==> config.mk <==
export PLATFORM = sky130hd
export DESIGN_NAME = ddr_init_seq
export DESIGN_NICKNAME = d
export VERILOG_FILES = /design/src/rtl/ddr_init_pkg.sv /design/src/rtl/ddr_init_timer.sv /design/src/rtl/ddr_init_fsm.sv /design/src/rtl/ddr_init_cmd_enc.sv /design/src/rtl/ddr_init_seq.sv
export SDC_FILE = /design/constraint.sdc
export NUM_CORES = 1
export LEC_CHECK = 0
export ABC_CLOCK_PERIOD_IN_PS = 1900
export BUFFER_PORTS_ARGS = -buffer_cell sky130_fd_sc_hd__clkbuf_2
export CAP_MARGIN = 20
export CORE_ASPECT_RATIO = 2
export CORE_MARGIN = 3
export CORE_UTILIZATION = 40
export DETAILED_ROUTE_END_ITERATION = 16
export HOLD_SLACK_MARGIN = 0.1
export MAX_ROUTING_LAYER = met4
export SLEW_MARGIN = 20
export SYNTH_ARGS = -nofsm -noshare
export SYNTH_HDL_FRONTEND = slang
export SYNTH_SLANG_ARGS = --single-unit
==> constraint.sdc <==
create_clock -name clk_i -period 1.9 [get_ports clk_i]
set_clock_uncertainty 0.05 [all_clocks]
set_input_delay 0.095 -clock clk_i [delete_from_list [all_inputs] [get_ports clk_i]]
set_output_delay 0.095 -clock clk_i [all_outputs]
set_load 0.1 [all_outputs]
==> src/rtl/ddr_init_pkg.sv <==
package ddr_init_pkg;

  typedef enum logic [1:0] {
    CMD_NOP,
    CMD_PRE,
    CMD_REF,
    CMD_MRS
  } cmd_e;

  typedef enum logic [3:0] {
    ST_PWR,
    ST_CKE,
    ST_PRE_A,
    ST_EMRS,
    ST_MRS_DLL,
    ST_PRE_B,
    ST_LOCK,
    ST_REF,
    ST_MRS_FIN,
    ST_DONE
  } state_e;

  typedef struct packed {
    cmd_e cmd;
    logic ext;      // extended register target
    logic dll_rst;  // set A8 on main register write
    logic cke;
  } req_t;

  typedef struct packed {
    logic cs_n;
    logic ras_n;
    logic cas_n;
    logic we_n;
  } pins_t;

  function automatic pins_t cmd_pins(cmd_e c);
    pins_t p;
    case (c)
      CMD_PRE: p = '{cs_n: 1'b0, ras_n: 1'b0, cas_n: 1'b1, we_n: 1'b0};
      CMD_REF: p = '{cs_n: 1'b0, ras_n: 1'b0, cas_n: 1'b0, we_n: 1'b1};
      CMD_MRS: p = '{cs_n: 1'b0, ras_n: 1'b0, cas_n: 1'b0, we_n: 1'b0};
      default: p = '{cs_n: 1'b0, ras_n: 1'b1, cas_n: 1'b1, we_n: 1'b1};
    endcase
    return p;
  endfunction

endpackage

==> src/rtl/ddr_init_timer.sv <==
module ddr_init_timer #(
  parameter int unsigned W       = 8,
  parameter int unsigned RST_VAL = 0
) (
  input  logic         clk_i,
  input  logic         rst_ni,
  input  logic         load_i,
  input  logic [W-1:0] val_i,
  output logic [W-1:0] cnt_o
);

  always_ff @(posedge clk_i or negedge rst_ni) begin
    if (!rst_ni)                cnt_o <= W'(RST_VAL);
    else if (load_i)            cnt_o <= val_i;
    else if (cnt_o != '0)       cnt_o <= cnt_o - W'(1);
  end

endmodule

==> src/rtl/ddr_init_fsm.sv <==
module ddr_init_fsm
  import ddr_init_pkg::*;
#(
  parameter int unsigned GW      = 16,
  parameter int unsigned LW      = 8,
  parameter int unsigned GAP_RP  = 4,
  parameter int unsigned GAP_RFC = 15,
  parameter int unsigned GAP_MRD = 2,
  parameter int unsigned REF_NUM = 2
) (
  input  logic          clk_i,
  input  logic          rst_ni,
  input  logic          restart_i,
  input  logic [GW-1:0] gap_cnt_i,
  input  logic [LW-1:0] lock_cnt_i,
  output logic          gap_load_o,
  output logic [GW-1:0] gap_val_o,
  output logic          lock_load_o,
  output req_t          req_o,
  output logic          done_o
);

  localparam int unsigned RW = $clog2(REF_NUM + 1);

  state_e        state_q, state_d, step_next;
  cmd_e          step_cmd;
  logic [GW-1:0] step_gap;
  logic          is_step;
  logic          busy_q, busy_d;
  logic          relock_q, relock_d;
  logic [RW-1:0] ref_q, ref_d;
  logic          ref_last;

  assign ref_last = (ref_q == RW'(REF_NUM - 1));
  assign done_o   = (state_q == ST_DONE);

  always_comb begin
    state_d     = state_q;
    busy_d      = busy_q;
    relock_d    = relock_q;
    ref_d       = ref_q;
    gap_load_o  = 1'b0;
    gap_val_o   = '0;
    lock_load_o = 1'b0;
    req_o.cmd     = CMD_NOP;
    req_o.ext     = 1'b0;
    req_o.dll_rst = 1'b0;
    req_o.cke     = 1'b1;
    step_cmd    = CMD_NOP;
    step_gap    = '0;
    step_next   = state_q;
    is_step     = 1'b1;

    unique case (state_q)
      ST_PWR: begin
        is_step   = 1'b0;
        req_o.cke = 1'b0;
        if (gap_cnt_i <= GW'(1)) state_d = ST_CKE;
      end
      ST_CKE: begin
        is_step = 1'b0;
        state_d = ST_PRE_A;
        busy_d  = 1'b0;
      end
      ST_PRE_A: begin
        step_cmd  = CMD_PRE;
        step_gap  = GW'(GAP_RP - 1);
        step_next = relock_q ? ST_MRS_DLL : ST_EMRS;
      end
      ST_EMRS: begin
        step_cmd  = CMD_MRS;
        step_gap  = GW'(GAP_MRD - 1);
        step_next = ST_MRS_DLL;
      end
      ST_MRS_DLL: begin
        step_cmd  = CMD_MRS;
        step_gap  = GW'(GAP_MRD - 1);
        step_next = ST_PRE_B;
      end
      ST_PRE_B: begin
        step_cmd  = CMD_PRE;
        step_gap  = GW'(GAP_RP - 1);
        step_next = ST_LOCK;
      end
      ST_LOCK: begin
        is_step = 1'b0;
        if (lock_cnt_i <= LW'(1)) state_d = ST_REF;
      end
      ST_REF: begin
        step_cmd  = CMD_REF;
        step_gap  = GW'(GAP_RFC - 1);
        step_next = ref_last ? ST_MRS_FIN : ST_REF;
      end
      ST_MRS_FIN: begin
        step_cmd  = CMD_MRS;
        step_gap  = GW'(GAP_MRD - 1);
        step_next = ST_DONE;
      end
      ST_DONE: begin
        is_step = 1'b0;
        if (restart_i) begin
          state_d  = ST_PRE_A;
          relock_d = 1'b1;
        end
      end
      default: begin
        is_step = 1'b0;
        state_d = ST_PWR;
      end
    endcase

    if (is_step) begin
      if (!busy_q) begin
        req_o.cmd     = step_cmd;
        req_o.ext     = (state_q == ST_EMRS);
        req_o.dll_rst = (state_q == ST_MRS_DLL);
        gap_load_o    = 1'b1;
        gap_val_o     = step_gap;
        lock_load_o   = (state_q == ST_MRS_DLL);
        busy_d        = 1'b1;
      end else if (gap_cnt_i <= GW'(1)) begin
        busy_d  = 1'b0;
        state_d = step_next;
        if (state_q == ST_REF)     ref_d    = ref_last ? '0 : ref_q + RW'(1);
        if (state_q == ST_MRS_FIN) relock_d = 1'b0;
      end
    end
  end

  always_ff @(posedge clk_i or negedge rst_ni) begin
    if (!rst_ni) begin
      state_q  <= ST_PWR;
      busy_q   <= 1'b0;
      relock_q <= 1'b0;
      ref_q    <= '0;
    end else begin
      state_q  <= state_d;
      busy_q   <= busy_d;
      relock_q <= relock_d;
      ref_q    <= ref_d;
    end
  end

endmodule

==> src/rtl/ddr_init_cmd_enc.sv <==
module ddr_init_cmd_enc
  import ddr_init_pkg::*;
#(
  parameter int unsigned ADDR_W = 12,
  parameter int unsigned BA_W   = 2
) (
  input  logic              clk_i,
  input  logic              rst_ni,
  input  req_t              req_i,
  input  logic              done_i,
  input  logic [2:0]        bl_code_i,
  input  logic              burst_ilv_i,
  input  logic [2:0]        cl_code_i,
  output logic              cke_o,
  output logic              cs_no,
  output logic              ras_no,
  output logic              cas_no,
  output logic              we_no,
  output logic [BA_W-1:0]   ba_o,
  output logic [ADDR_W-1:0] addr_o,
  output logic              init_done_o
);

  pins_t             pins_d;
  logic [BA_W-1:0]   ba_d;
  logic [ADDR_W-1:0] addr_d;

  always_comb begin
    pins_d = cmd_pins(req_i.cmd);
    ba_d   = '0;
    addr_d = '0;
    case (req_i.cmd)
      CMD_PRE: addr_d[10] = 1'b1;
      CMD_MRS: begin
        if (req_i.ext) begin
          ba_d = BA_W'(1);  // DLL enable = A0 low, drive strength normal
        end else begin
          addr_d[2:0] = bl_code_i;
          addr_d[3]   = burst_ilv_i;
          addr_d[6:4] = cl_code_i;
          addr_d[8]   = req_i.dll_rst;
        end
      end
      default: ;
    endcase
  end

  always_ff @(posedge clk_i or negedge rst_ni) begin
    if (!rst_ni) begin
      cke_o       <= 1'b0;
      cs_no       <= 1'b0;
      ras_no      <= 1'b1;
      cas_no      <= 1'b1;
      we_no       <= 1'b1;
      ba_o        <= '0;
      addr_o      <= '0;
      init_done_o <= 1'b0;
    end else begin
      cke_o       <= req_i.cke;
      cs_no       <= pins_d.cs_n;
      ras_no      <= pins_d.ras_n;
      cas_no      <= pins_d.cas_n;
      we_no       <= pins_d.we_n;
      ba_o        <= ba_d;
      addr_o      <= addr_d;
      init_done_o <= done_i;
    end
  end

endmodule

==> src/rtl/ddr_init_seq.sv <==
module ddr_init_seq
  import ddr_init_pkg::*;
#(
  parameter int unsigned CLK_MHZ      = 250,
  parameter int unsigned WAIT_US      = 200,
  parameter int unsigned T_RP         = 4,
  parameter int unsigned T_RFC        = 15,
  parameter int unsigned T_MRD        = 2,
  parameter int unsigned DLL_LOCK_CYC = 200,
  parameter int unsigned REF_NUM      = 2,
  parameter int unsigned ADDR_W       = 12,
  parameter int unsigned BA_W         = 2
) (
  input  logic              clk_i,
  input  logic              rst_ni,
  input  logic              restart_i,
  input  logic [2:0]        bl_code_i,
  input  logic              burst_ilv_i,
  input  logic [2:0]        cl_code_i,
  output logic              cke_o,
  output logic              cs_no,
  output logic              ras_no,
  output logic              cas_no,
  output logic              we_no,
  output logic [BA_W-1:0]   ba_o,
  output logic [ADDR_W-1:0] addr_o,
  output logic              init_done_o
);

  localparam int unsigned PWR_CYC  = WAIT_US * CLK_MHZ;
  localparam int unsigned GAP_RP   = (T_RP  < 2) ? 2 : T_RP;
  localparam int unsigned GAP_RFC  = (T_RFC < 2) ? 2 : T_RFC;
  localparam int unsigned GAP_MRD  = (T_MRD < 2) ? 2 : T_MRD;
  localparam int unsigned MAX_A    = (GAP_RP > GAP_RFC) ? GAP_RP : GAP_RFC;
  localparam int unsigned MAX_B    = (MAX_A > GAP_MRD) ? MAX_A : GAP_MRD;
  localparam int unsigned STEP_MAX = (MAX_B > PWR_CYC) ? MAX_B : PWR_CYC;
  localparam int unsigned GW       = $clog2(STEP_MAX + 1);
  localparam int unsigned LW       = $clog2(DLL_LOCK_CYC + 1);
  localparam int unsigned LOCK_LD  = (DLL_LOCK_CYC < 1) ? 0 : DLL_LOCK_CYC - 1;

  logic          gap_load, lock_load, done;
  logic [GW-1:0] gap_val, gap_cnt;
  logic [LW-1:0] lock_cnt;
  req_t          req;

  ddr_init_timer #(.W(GW), .RST_VAL(PWR_CYC)) i_gap_timer (
    .clk_i  (clk_i),
    .rst_ni (rst_ni),
    .load_i (gap_load),
    .val_i  (gap_val),
    .cnt_o  (gap_cnt)
  );

  ddr_init_timer #(.W(LW), .RST_VAL(0)) i_lock_timer (
    .clk_i  (clk_i),
    .rst_ni (rst_ni),
    .load_i (lock_load),
    .val_i  (LW'(LOCK_LD)),
    .cnt_o  (lock_cnt)
  );

  ddr_init_fsm #(
    .GW(GW), .LW(LW), .GAP_RP(GAP_RP), .GAP_RFC(GAP_RFC),
    .GAP_MRD(GAP_MRD), .REF_NUM(REF_NUM)
  ) i_fsm (
    .clk_i       (clk_i),
    .rst_ni      (rst_ni),
    .restart_i   (restart_i),
    .gap_cnt_i   (gap_cnt),
    .lock_cnt_i  (lock_cnt),
    .gap_load_o  (gap_load),
    .gap_val_o   (gap_val),
    .lock_load_o (lock_load),
    .req_o       (req),
    .done_o      (done)
  );

  ddr_init_cmd_enc #(.ADDR_W(ADDR_W), .BA_W(BA_W)) i_enc (
    .clk_i       (clk_i),
    .rst_ni      (rst_ni),
    .req_i       (req),
    .done_i      (done),
    .bl_code_i   (bl_code_i),
    .burst_ilv_i (burst_ilv_i),
    .cl_code_i   (cl_code_i),
    .cke_o       (cke_o),
    .cs_no       (cs_no),
    .ras_no      (ras_no),
    .cas_no      (cas_no),
    .we_no       (we_no),
    .ba_o        (ba_o),
    .addr_o      (addr_o),
    .init_done_o (init_done_o)
  );

endmodule

==> key figures <==
Status
  • Run status: finished, final reports clean

Setup path
  • Cell repeated most along the worst path: sky130_fd_sc_hd__nand2_1
  • Worst flop-to-flop path endpoint: i_gap_timer.cnt_o[10]
  • Number of cells traversed by the worst register-to-register path: 7
  • Largest delay share family, worst path: simple AND/OR/NAND/NOR gates
  • R2r setup slk: 30 ps
  • Origin of the critical flop-to-flop path: i_gap_timer.cnt_o[1]
  • Critical setup path kind: reg -> reg
  • Startpoint class of the critical path: register
  • Worst-path fanout max: 4
  • Largest stage delay on the critical path: 410 ps
  • Slowest CP cell: sky130_fd_sc_hd__or3b_4
  • Arrival time of data at the critical path endpoint: 2050 ps
  • Element type at the critical path end: register
  • Critical path buffer and inverter count: 1
  • Crit path required time: about 2100 ps
  • Cell breakdown of the critical path: inv_2 > ha_4 > or3b_4 > nor3_4 > nand2_1 > or4_1 > nand2_1

Finish
  • Filler Cell Count: 585
  • Synthesis-to-finish area growth: 27.6%
  • Fraction of final layout cells with drive strength greater than 1: between 20% and 30%
  • Sequential cell area: 1190 um^2
  • Nets: 345
  • Combined area of the multi-input logic cells: 1320 um^2
  • # diodes: 0

STA
  • Tightest Pin Transition: between 500 and 600 ps
  • RSZ-0062 raised after global routing: true
  • Normalized max-slew margin: 63.1%
  • Maximum frequency from static timing analysis: 535 MHz
  • Period utilization: between 90% and 100%
  • Pins Over Slew Limit: 0
  • Final period demand of the worst path: around 1900 ps
  • Hold slack: about 200 ps
  • Final setup fails: 0
  • Total Neg Setup Slack: 0 ps
  • Count of endpoints failing hold in the final timing report: 0

Route
  • Vias: around 2200
  • Number of vias per cell after detailed routing: 5.20
  • Number of detailed-route iterations in the first pass: 4
  • Average wire length per cell after detail routing: 15.8 um
  • Total wire length: 6540 um
  • Initial DRC Count: approximately 80
  • Number of nets still failing antenna checks after routing: 0
  • Post-detailed-route DRC marker count: 0

Clock tree
  • TritonCTS Buffers: 5
  • Number of clock sinks seen by CTS: 47
  • Maximum buffer depth of the clock tree: 2
  • Cell chosen for the clock root: sky130_fd_sc_hd__clkbuf_16
  • Clock insertion delay at the later pin of the skew report: 290 ps
  • Deepest level of the CTS H-tree: 2
  • CTS tree: yes
  • Clock transition at the registers of the reported paths: 70 ps

Logic synthesis
  • Portion of the post-synthesis area used by sequential elements: 46.2%
  • Post-synth EDFFs: 0
  • Gate count after technology mapping: ~260
  • Synth Cell Area: between 2000 and 3000 um^2
  • Synthesis-stage register bit count: 47
  • Share of flip-flops with an asynchronous set or reset: between 90% and 100%
  • Library cells used by synthesis: between 50 and 60
  • Post-synthesis area per instance: 9.73 um^2
  • Dominant synthesized flop cell: sky130_fd_sc_hd__dfrtp_1
  • Yosys warning count: 0

Place
  • IO buf count: 24
  • Routability-driven placement congestion ratio: 0.874
  • HPWL reported at the end of detailed placement: 5030 um

Pwr
  • Leakage dissipation: ~1.5 nW
  • Pwr Total: approximately 5.5 mW
  • Cell area power density: 1680 nW/um^2
  • Worst-case vdd ir drop: 0.699 mV

Floorplanning
  • Initial Utilization: 42.0%
  • Core Area: 6110 um^2
  • Height of the die: 119 um
  • Die area: 7470 um^2
  • X dimension of the die: 62.7 um
  • I/O pin cnt: 30
  • Rows: 40

GRT
  • First-pass GRT wire length: 10500 um
  • Largest net degree at the start of global routing: 19
  • Global route overflow: 0
  • Antenna violations before repair: 0
  • Number of global-route vias before repair: 2245
  • Total routing resource utilization after global routing: 18.8%

Run
  • Number of max-cap violations: 0

Min path
  • Worst min path class: in -> async
-- report_power, final --
group	internal, mW	switching, mW	leakage, nW
Clock	0.493	0.384	0.0675
Sequential	1.36	0.319	0.579
Combinational	1.22	1.73	0.842
Total	3.07	2.43	1.49
-- timing repair --
action	CTS	global route
setup buffers	0	2
hold endpoints to repair	52	0
hold buffers	9	0
gates resized for setup	0	12
setup endpoints to repair	0	12
-- per-layer routing --
layer	track usage (%)	vias up	share of wire, %
met5	-	-	0
met4	12.7	0	5.0
met3	2.26	22	1.8
met2	37.1	36	60
met1	15.4	1061	33
li1	-	1035	-
-- kinds of logic after synthesis --
kind of cell               share of synthesized area [%]
DFF                                                 46.2
xor gates and xnor gates                            6.82
muxes                                              0.780
other                                              0.146
and+or+nand+nor                                     24.5
buffers and inverters                               4.78
AOI/OAI and AO/OA                                   13.8
adders and majority gates                           2.92
-- layout make-up --
| class | instances | share of cell area (%) |
|---|---|---|
| clock buffer | 6 | 3.93 |
| clock inverter | 2 | 0.496 |
| timing repair buffer | 68 | 14.4 |
| tap | 84 | 3.21 |
| inverter | 12 | 1.37 |
| sequential | 47 | 36.2 |
| multi-input combinational | 195 | 40.3 |
-- through the flow --
step           util [%]  worst slack (ps)  cells  instance area (um^2)
2_1_floorplan         -              51.1    268                  2580
3_3_place_gp       48.8              28.1    395                  2980
3_5_place_dp       48.8              50.4    395                  2980
4_1_cts            52.7              29.8    412                  3220
5_1_grt            53.7             -39.2    414                  3280
6_report           53.7              32.1    414                  3280
-- placed cells by master (no fill, tap or decap), drive strengths merged, types with 7 or more instances in the layout --
cell and instances:
nand2 18, nor4 7, dfstp 9, dlygate4sd3 9
buf 35, o21ai 12, inv 13, clkbuf 30
xnor2 8, and2 8, nor2 35, dfrtp 38
a21oi 17, xor2 12
-- registers in the layout, indices dropped and copies added, names as in the netlist --
| signal | count |
|---|---|
| i_enc.addr_o | 9 |
| i_gap_timer.cnt_o | 16 |
| i_enc.ba_o | 1 |
| i_fsm.state_q | 4 |
| i_enc.we_no | 1 |
| i_enc.init_done_o | 1 |
| i_fsm.relock_q | 1 |
| i_fsm.busy_q | 1 |
| i_enc.cas_no | 1 |
| i_enc.cke_o | 1 |
| i_fsm.ref_q | 2 |
| i_enc.ras_no | 1 |
| i_lock_timer.cnt_o | 8 |
-- synthesized netlist by cell type, types with 3 or more instances --
master	n	area [um^2]
sky130_fd_sc_hd__o21ai_0	12	60.1
sky130_fd_sc_hd__dfrtp_1	38	951
sky130_fd_sc_hd__nor3_1	4	20.0
sky130_fd_sc_hd__nor2_1	35	131
sky130_fd_sc_hd__inv_1	12	45.0
sky130_fd_sc_hd__nor4_1	4	25.0
sky130_fd_sc_hd__xor2_1	12	105
sky130_fd_sc_hd__a21oi_1	16	80.1
sky130_fd_sc_hd__and2_1	8	50.1
sky130_fd_sc_hd__ha_1	6	75.1
sky130_fd_sc_hd__nand2b_1	5	31.3
sky130_fd_sc_hd__xnor2_1	8	70.1
sky130_fd_sc_hd__o221ai_1	3	26.3
sky130_fd_sc_hd__nand4_1	3	18.8
sky130_fd_sc_hd__nand3b_1	3	22.5
sky130_fd_sc_hd__nand3_1	6	30.0
sky130_fd_sc_hd__dfstp_2	9	236
sky130_fd_sc_hd__clkbuf_1	6	22.5
sky130_fd_sc_hd__nand2_1	18	67.6
sky130_fd_sc_hd__buf_4	6	45.0
-- how the worst max path moves through the flow --
stage / start / endpoint / slack, ps / cells past startpoint
3_5_place_dp: i_gap_timer.cnt_o[12] / i_fsm.busy_q / 50 / 6
4_1_cts: i_gap_timer.cnt_o[12] / i_fsm.busy_q / 30 / 6
3_3_place_gp: i_gap_timer.cnt_o[12] / i_fsm.busy_q / 30 / 6
5_1_grt: i_gap_timer.cnt_o[1] / i_gap_timer.cnt_o[10] / -40 / 7
6_report: i_gap_timer.cnt_o[1] / i_gap_timer.cnt_o[10] / 30 / 7
2_1_floorplan: i_gap_timer.cnt_o[0] / i_gap_timer.cnt_o[10] / 50 / 7
No activity file was read; power rests on OpenSTA's default activity.
